==> src/rtl/rs485_pkg.sv <==
package rs485_pkg;
  localparam int CTRL_MD  = 0;
  localparam int CTRL_OFF = 1;
  localparam int CTRL_AUTO = 2;
  localparam int CTRL_W   = 3;

  typedef struct packed {
    logic storeChar;
    logic setIrq;
    logic setOff;
    logic clrOff;
  } rxStrobe_t;
endpackage

==> src/rtl/rs485_dp.sv <==
module rs485_dp #(
  parameter int DATA_W = 8
) (
  input  logic                 clk,
  input  logic                 rstN,
  input  logic [DATA_W:0]      charData,
  input  logic [DATA_W-1:0]    stationAddr,
  input  rs485_pkg::rxStrobe_t strb,
  output logic                 addrHit,
  output logic                 fifoWrite,
  output logic [DATA_W-1:0]    fifoData
);
  logic [DATA_W-1:0] bitEq;

  // per-bit equality, reduced below
  for (genvar i = 0; i < DATA_W; i++) begin : gCmp
    assign bitEq[i] = ~(charData[i] ^ stationAddr[i]);
  end
  assign addrHit = &bitEq;

  always_ff @(posedge clk or negedge rstN) begin
    if (!rstN) begin
      fifoWrite <= 1'b0;
      fifoData  <= '0;
    end else begin
      fifoWrite <= strb.storeChar;
      if (strb.storeChar) fifoData <= charData[DATA_W-1:0];
    end
  end
endmodule

==> src/rtl/rs485_ctrl.sv <==
module rs485_ctrl
  import rs485_pkg::*;
(
  input  logic              clk,
  input  logic              rstN,
  input  logic              charValid,
  input  logic              charMark,
  input  logic              addrHit,
  input  logic              ctrlWe,
  input  logic [CTRL_W-1:0] ctrlWdata,
  input  logic              irqClear,
  output rxStrobe_t         strb,
  output logic [CTRL_W-1:0] ctrlState,
  output logic              addrIrq
);
  logic cfgMd, cfgOff, cfgAuto;
  logic addrFrame;

  assign ctrlState = {cfgAuto, cfgOff, cfgMd};
  assign addrFrame = charValid && cfgMd && charMark;

  always_comb begin
    strb = '0;
    if (addrFrame) begin
      if (cfgAuto) begin
        if (addrHit) begin
          strb.storeChar = 1'b1;
          strb.setIrq    = 1'b1;
          strb.clrOff    = 1'b1;
        end else begin
          strb.setOff = 1'b1;
        end
      end else begin
        strb.storeChar = 1'b1;
        strb.setIrq    = 1'b1;
      end
    end else if (charValid && !cfgOff) begin
      strb.storeChar = 1'b1;
    end
  end

  always_ff @(posedge clk or negedge rstN) begin
    if (!rstN) begin
      cfgMd   <= 1'b0;
      cfgOff  <= 1'b0;
      cfgAuto <= 1'b0;
      addrIrq <= 1'b0;
    end else begin
      if (ctrlWe) begin
        cfgMd   <= ctrlWdata[CTRL_MD];
        cfgOff  <= ctrlWdata[CTRL_OFF];
        cfgAuto <= ctrlWdata[CTRL_AUTO];
      end
      // automatic update overrides software write
      if (strb.setOff) cfgOff <= 1'b1;
      if (strb.clrOff) cfgOff <= 1'b0;
      if (irqClear) addrIrq <= 1'b0;
      if (strb.setIrq) addrIrq <= 1'b1;
    end
  end

  AST_IRQ_HOLD: assert property (@(posedge clk) disable iff (!rstN)
    $fell(addrIrq) |-> $past(irqClear));
  AST_NO_DATA_IRQ: assert property (@(posedge clk) disable iff (!rstN)
    $rose(addrIrq) |-> $past(charValid && charMark && cfgMd));
endmodule

==> src/rtl/rs485_addr_rx.sv <==
module rs485_addr_rx #(
  parameter int DATA_W = 8
) (
  input  logic              clk,
  input  logic              rstN,
  input  logic              charValid,
  input  logic [DATA_W:0]   charData,
  input  logic [DATA_W-1:0] stationAddr,
  input  logic              ctrlWe,
  input  logic [2:0]        ctrlWdata,
  input  logic              irqClear,
  output logic              fifoWrite,
  output logic [DATA_W-1:0] fifoData,
  output logic              addrIrq,
  output logic [2:0]        ctrlState
);
  rs485_pkg::rxStrobe_t strb;
  logic hitW;

  rs485_ctrl u_ctrl (
    .clk(clk), .rstN(rstN), .charValid(charValid), .charMark(charData[DATA_W]),
    .addrHit(hitW), .ctrlWe(ctrlWe), .ctrlWdata(ctrlWdata), .irqClear(irqClear),
    .strb(strb), .ctrlState(ctrlState), .addrIrq(addrIrq)
  );

  rs485_dp #(.DATA_W(DATA_W)) u_dp (
    .clk(clk), .rstN(rstN), .charData(charData), .stationAddr(stationAddr),
    .strb(strb), .addrHit(hitW), .fifoWrite(fifoWrite), .fifoData(fifoData)
  );

  AST_DATA_DROP: assert property (@(posedge clk) disable iff (!rstN)
    (fifoWrite && !($past(charData[DATA_W]) && $past(ctrlState[0])))
      |-> !$past(ctrlState[1]));
  AST_MATCH_ON: assert property (@(posedge clk) disable iff (!rstN)
    $past(charValid && charData[DATA_W] && ctrlState[0] && ctrlState[2] && hitW)
      |-> (!ctrlState[1] && fifoWrite && addrIrq));
  AST_MISS_OFF: assert property (@(posedge clk) disable iff (!rstN)
    $past(charValid && charData[DATA_W] && ctrlState[0] && ctrlState[2] && !hitW)
      |-> (ctrlState[1] && !fifoWrite));
endmodule

==> config.mk <==
export PLATFORM = sky130hd
export DESIGN_NAME = rs485_addr_rx
export DESIGN_NICKNAME = d
export VERILOG_FILES = /design/src/rtl/rs485_pkg.sv /design/src/rtl/rs485_dp.sv /design/src/rtl/rs485_ctrl.sv /design/src/rtl/rs485_addr_rx.sv
export SDC_FILE = /design/constraint.sdc
export NUM_CORES = 1
export LEC_CHECK = 0
export BUFFER_PORTS_ARGS = -buffer_cell sky130_fd_sc_hd__buf_2
export CORE_MARGIN = 3
export CORE_UTILIZATION = 47
export CTS_CLUSTER_SIZE = 30
export DETAILED_ROUTE_END_ITERATION = 10
export GPL_ROUTABILITY_DRIVEN = 0
export PLACE_DENSITY = 0.88
export SETUP_SLACK_MARGIN = 0.2
export SYNTH_ARGS = -nofsm -noshare
export SYNTH_HDL_FRONTEND = slang
export SYNTH_SLANG_ARGS = --single-unit
==> constraint.sdc <==
create_clock -name clk -period 1.6 [get_ports clk]
set_clock_uncertainty 0.15 [all_clocks]
set_input_delay 0.32 -clock clk [delete_from_list [all_inputs] [get_ports clk]]
set_output_delay 0.32 -clock clk [all_outputs]
set_load 0.01 [all_outputs]
==> results.txt <==
Max_cap viols: 0
Pwr Density: 966 nW/um2
Placed cell count: 146
HP Class: input port to register
Max VDD drop: 0.684 mV
TritonCTS Sinks: 13
Crit path kind: register to output pin
Clk pwr share: 17.7%
Req. time, crit path: 1.13 ns
Seq/Total Area, Yosys: 35.5%
F_max: 696 MHz
CP max-delay cell: dfrtp_1
Final instance area: 1230 um2
Max FO, Critical Path: 4
Synth Flop Type: dfrtp_1
Die W: 50.2 um
DRC viols: 0
CTS Buf Count: 3
Post-Layout Cell Count: 155
Cell variety after synth: 26
Total GRT Usage: 22.1%
Slew Viols, Final: 0
Synth Warn #: 0
Actual slew at the worst max-slew pin: 0.371 ns
Vias after detailed routing: 980
H-tree Lvls: 1
Layout Nets: 156
Relative slew slack: 75.2%
Pint: 0.742 mW
Vias per cell: 6.32
Clk_lat worst skew: 0.28 ns
HP Start: irqClear
Die ar.: 2520 um2
Final Hold Fails: 0
Leakage: 0.488 nW
Top-area cell type share of the netlist area: 35.5%
Vias in the first global route: 977
Reg2reg path depth: 4
Sw frac: 37.6%
Worst hold endpoint: u_ctrl.addrIrq
Kind of cell adding the most delay to the critical path: flip-flops
Reg2reg start: u_ctrl.cfgMd
CTS tree: yes
Crit path DAT: 0.97 ns
Dpl cell area: 1080 um2
Design Power: 1.19 mW
Drt pass-1 iters: 4
# diodes: 0
Clock slew at reported path FFs: 0.09 ns
Max incr delay on CP: 0.42 ns
Post-route antenna net violation count: 0
Synthesized area: 917 um2
Yosys reg bits: 13
Routed len/inst: 17.7 um
Area contributors post-synth: dfrtp_1, a221oi_1, o2111ai_1
Share of flip-flops with an asynchronous set or reset: 100%
Most common cell after layout, fill and taps aside: buf_2
Status: complete, no violations
Share of cells above drive strength 1: 52.3%
Rows: 15
Clk root buf: clkbuf_4
Clk buf depth: 2
Net switching power: 0.447 mW
RSZ-0062 raised after global routing: yes
Crit. End Element: output pin
Post-synth net total: 116
Worst hold stages: 2
CORE AREA: 1780 um2
Seq pwr share: 41.4%
Setup TNS: 0 ns
GRT overflow: 0
Flop-to-flop setup slack: 0.18 ns
Initial Util: 51.4%
Post-route clock period utilization: 89.8%
Port Buffer Count: 37
Combinational Power Share: 40.9%
Nature of the critical path startpoint: register
First-pass GRT wire length: 4.31 mm
Largest net degree at the start of global routing: 14
Reg-to-Reg End: u_dp.fifoData[1]
Antenna violations before repair: 0
Commonest cells after routing, fill and taps aside: buf_2, dfrtp_1, nand3_1, nand4_1
Initial drt markers: 38
Area leader, netlist: dfrtp_1
HPWL after DPL: 1.81 mm
Layout area overhead: 34.1%
# fillers: 131
Fin crit period: 1.44 ns
Post-Route WL: 2.74 mm
Num ports: 38
Worst path bufs/invs: 2
Mapped Cells: 91
Post-synth EDFFs: 0
Die height: 50.2 um
Setup Viol. Count Final: 0
Avg Inst Size Synth: 10.1 um2
Crit-path cells: buf_4 -> buf_6
registers in the layout (all words and copies together) (netlist names):
register        count
u_ctrl.addrIrq      1
u_ctrl.cfgOff       1
u_dp.fifoData       8
u_dp.fifoWrite      1
u_ctrl.cfgMd        1
u_ctrl.cfgAuto      1
cell families after synthesis:
| family | Yosys count | synth area share, % |
|---|---|---|
| flops | 13 | 35.5 |
| buf+inv | 10 | 7.91 |
| mux | 3 | 3.55 |
| compound gates | 21 | 19.2 |
| xor+xnor | 8 | 7.64 |
| simple gates | 36 | 26.2 |
how the worst max path moves through the flow:
stage               slack (ns)          endpoint          from  depth (start not counted)
CTS                       0.18  u_dp.fifoData[1]  u_ctrl.cfgMd                          4
detailed placement       -0.01    u_ctrl.addrIrq   charData[1]                          5
floorplan                 0.24  u_dp.fifoData[0]  u_ctrl.cfgMd                          5
finish                    0.16      ctrlState[0]  u_ctrl.cfgMd                          2
global route              0.11  u_dp.fifoData[1]  u_ctrl.cfgMd                          4
global placement          0.04  u_dp.fifoData[4]   charData[1]                          5
metal layers:
layer / track usage [%] / vias up / routed length [um]
met2: 35.2 / 52 / 1370
met3: 4.15 / 10 / 177
li1: - / 449 / -
met4: 12.4 / 0 / 72
met5: 0 / - / 0
met1: 27.7 / 469 / 1120
area by class of cell:
class | instances | area (um2) | area share [%]
Inverter | 1 | 3.75 | 0.305
Clock buffer | 4 | 26.3 | 2.14
Tap cell | 25 | 31.3 | 2.54
Sequential cell | 13 | 327 | 26.6
Timing Repair Buffer | 43 | 236 | 19.2
Multi-Input combinational cell | 69 | 606 | 49.2
cells in the mapped netlist (2+ instances only):
library cell / n
nand4_1: 8
nand3_1: 9
mux2_2: 2
xnor2_1: 8
buf_6: 2
a221oi_1: 8
buf_4: 5
nor3b_1: 8
nand4_2: 2
and4_1: 2
dfrtp_1: 13
nand2_1: 3
o2111ai_1: 8
per-stage QoR:
stage,hold slack [ns],util [%],setup slack (ns)
6_report,0.0717,69.0,0.163
4_1_cts,0.0785,64.2,0.178
3_3_place_gp,0.0723,60.6,0.0408
5_1_grt,0.0820,69.0,0.113
3_5_place_dp,0.0721,60.6,-0.0108
2_1_floorplan,-0.126,-,0.239
what timing repair did:
| item | CTS | global route |
|---|---|---|
| hold endpoints to repair | 13 | 0 |
| resized for setup | 5 | 15 |
| setup buffers | 2 | 1 |
| setup endpoints to repair | 9 | 12 |
| hold buffers | 1 | 0 |
| cloned | 0 | 1 |
| pin swaps | 0 | 3 |
power groups by stage:
stage	clock (mW)	combinational, mW	sequential (mW)
finish	0.210	0.486	0.492
global route	0.233	0.525	0.506
CTS	0.214	0.431	0.486
detailed placement	0	0.405	0.496
global placement	0	0.392	0.491
floorplan	0	0.229	0.509
worst reg2reg max path: cells and delay by family (launching register included):
family / cells / cell delay [ns]
compound gates: 1 / 0.28
flops: 1 / 0.41
simple gates: 3 / 0.46
Power figures use the tool's default switching activity.
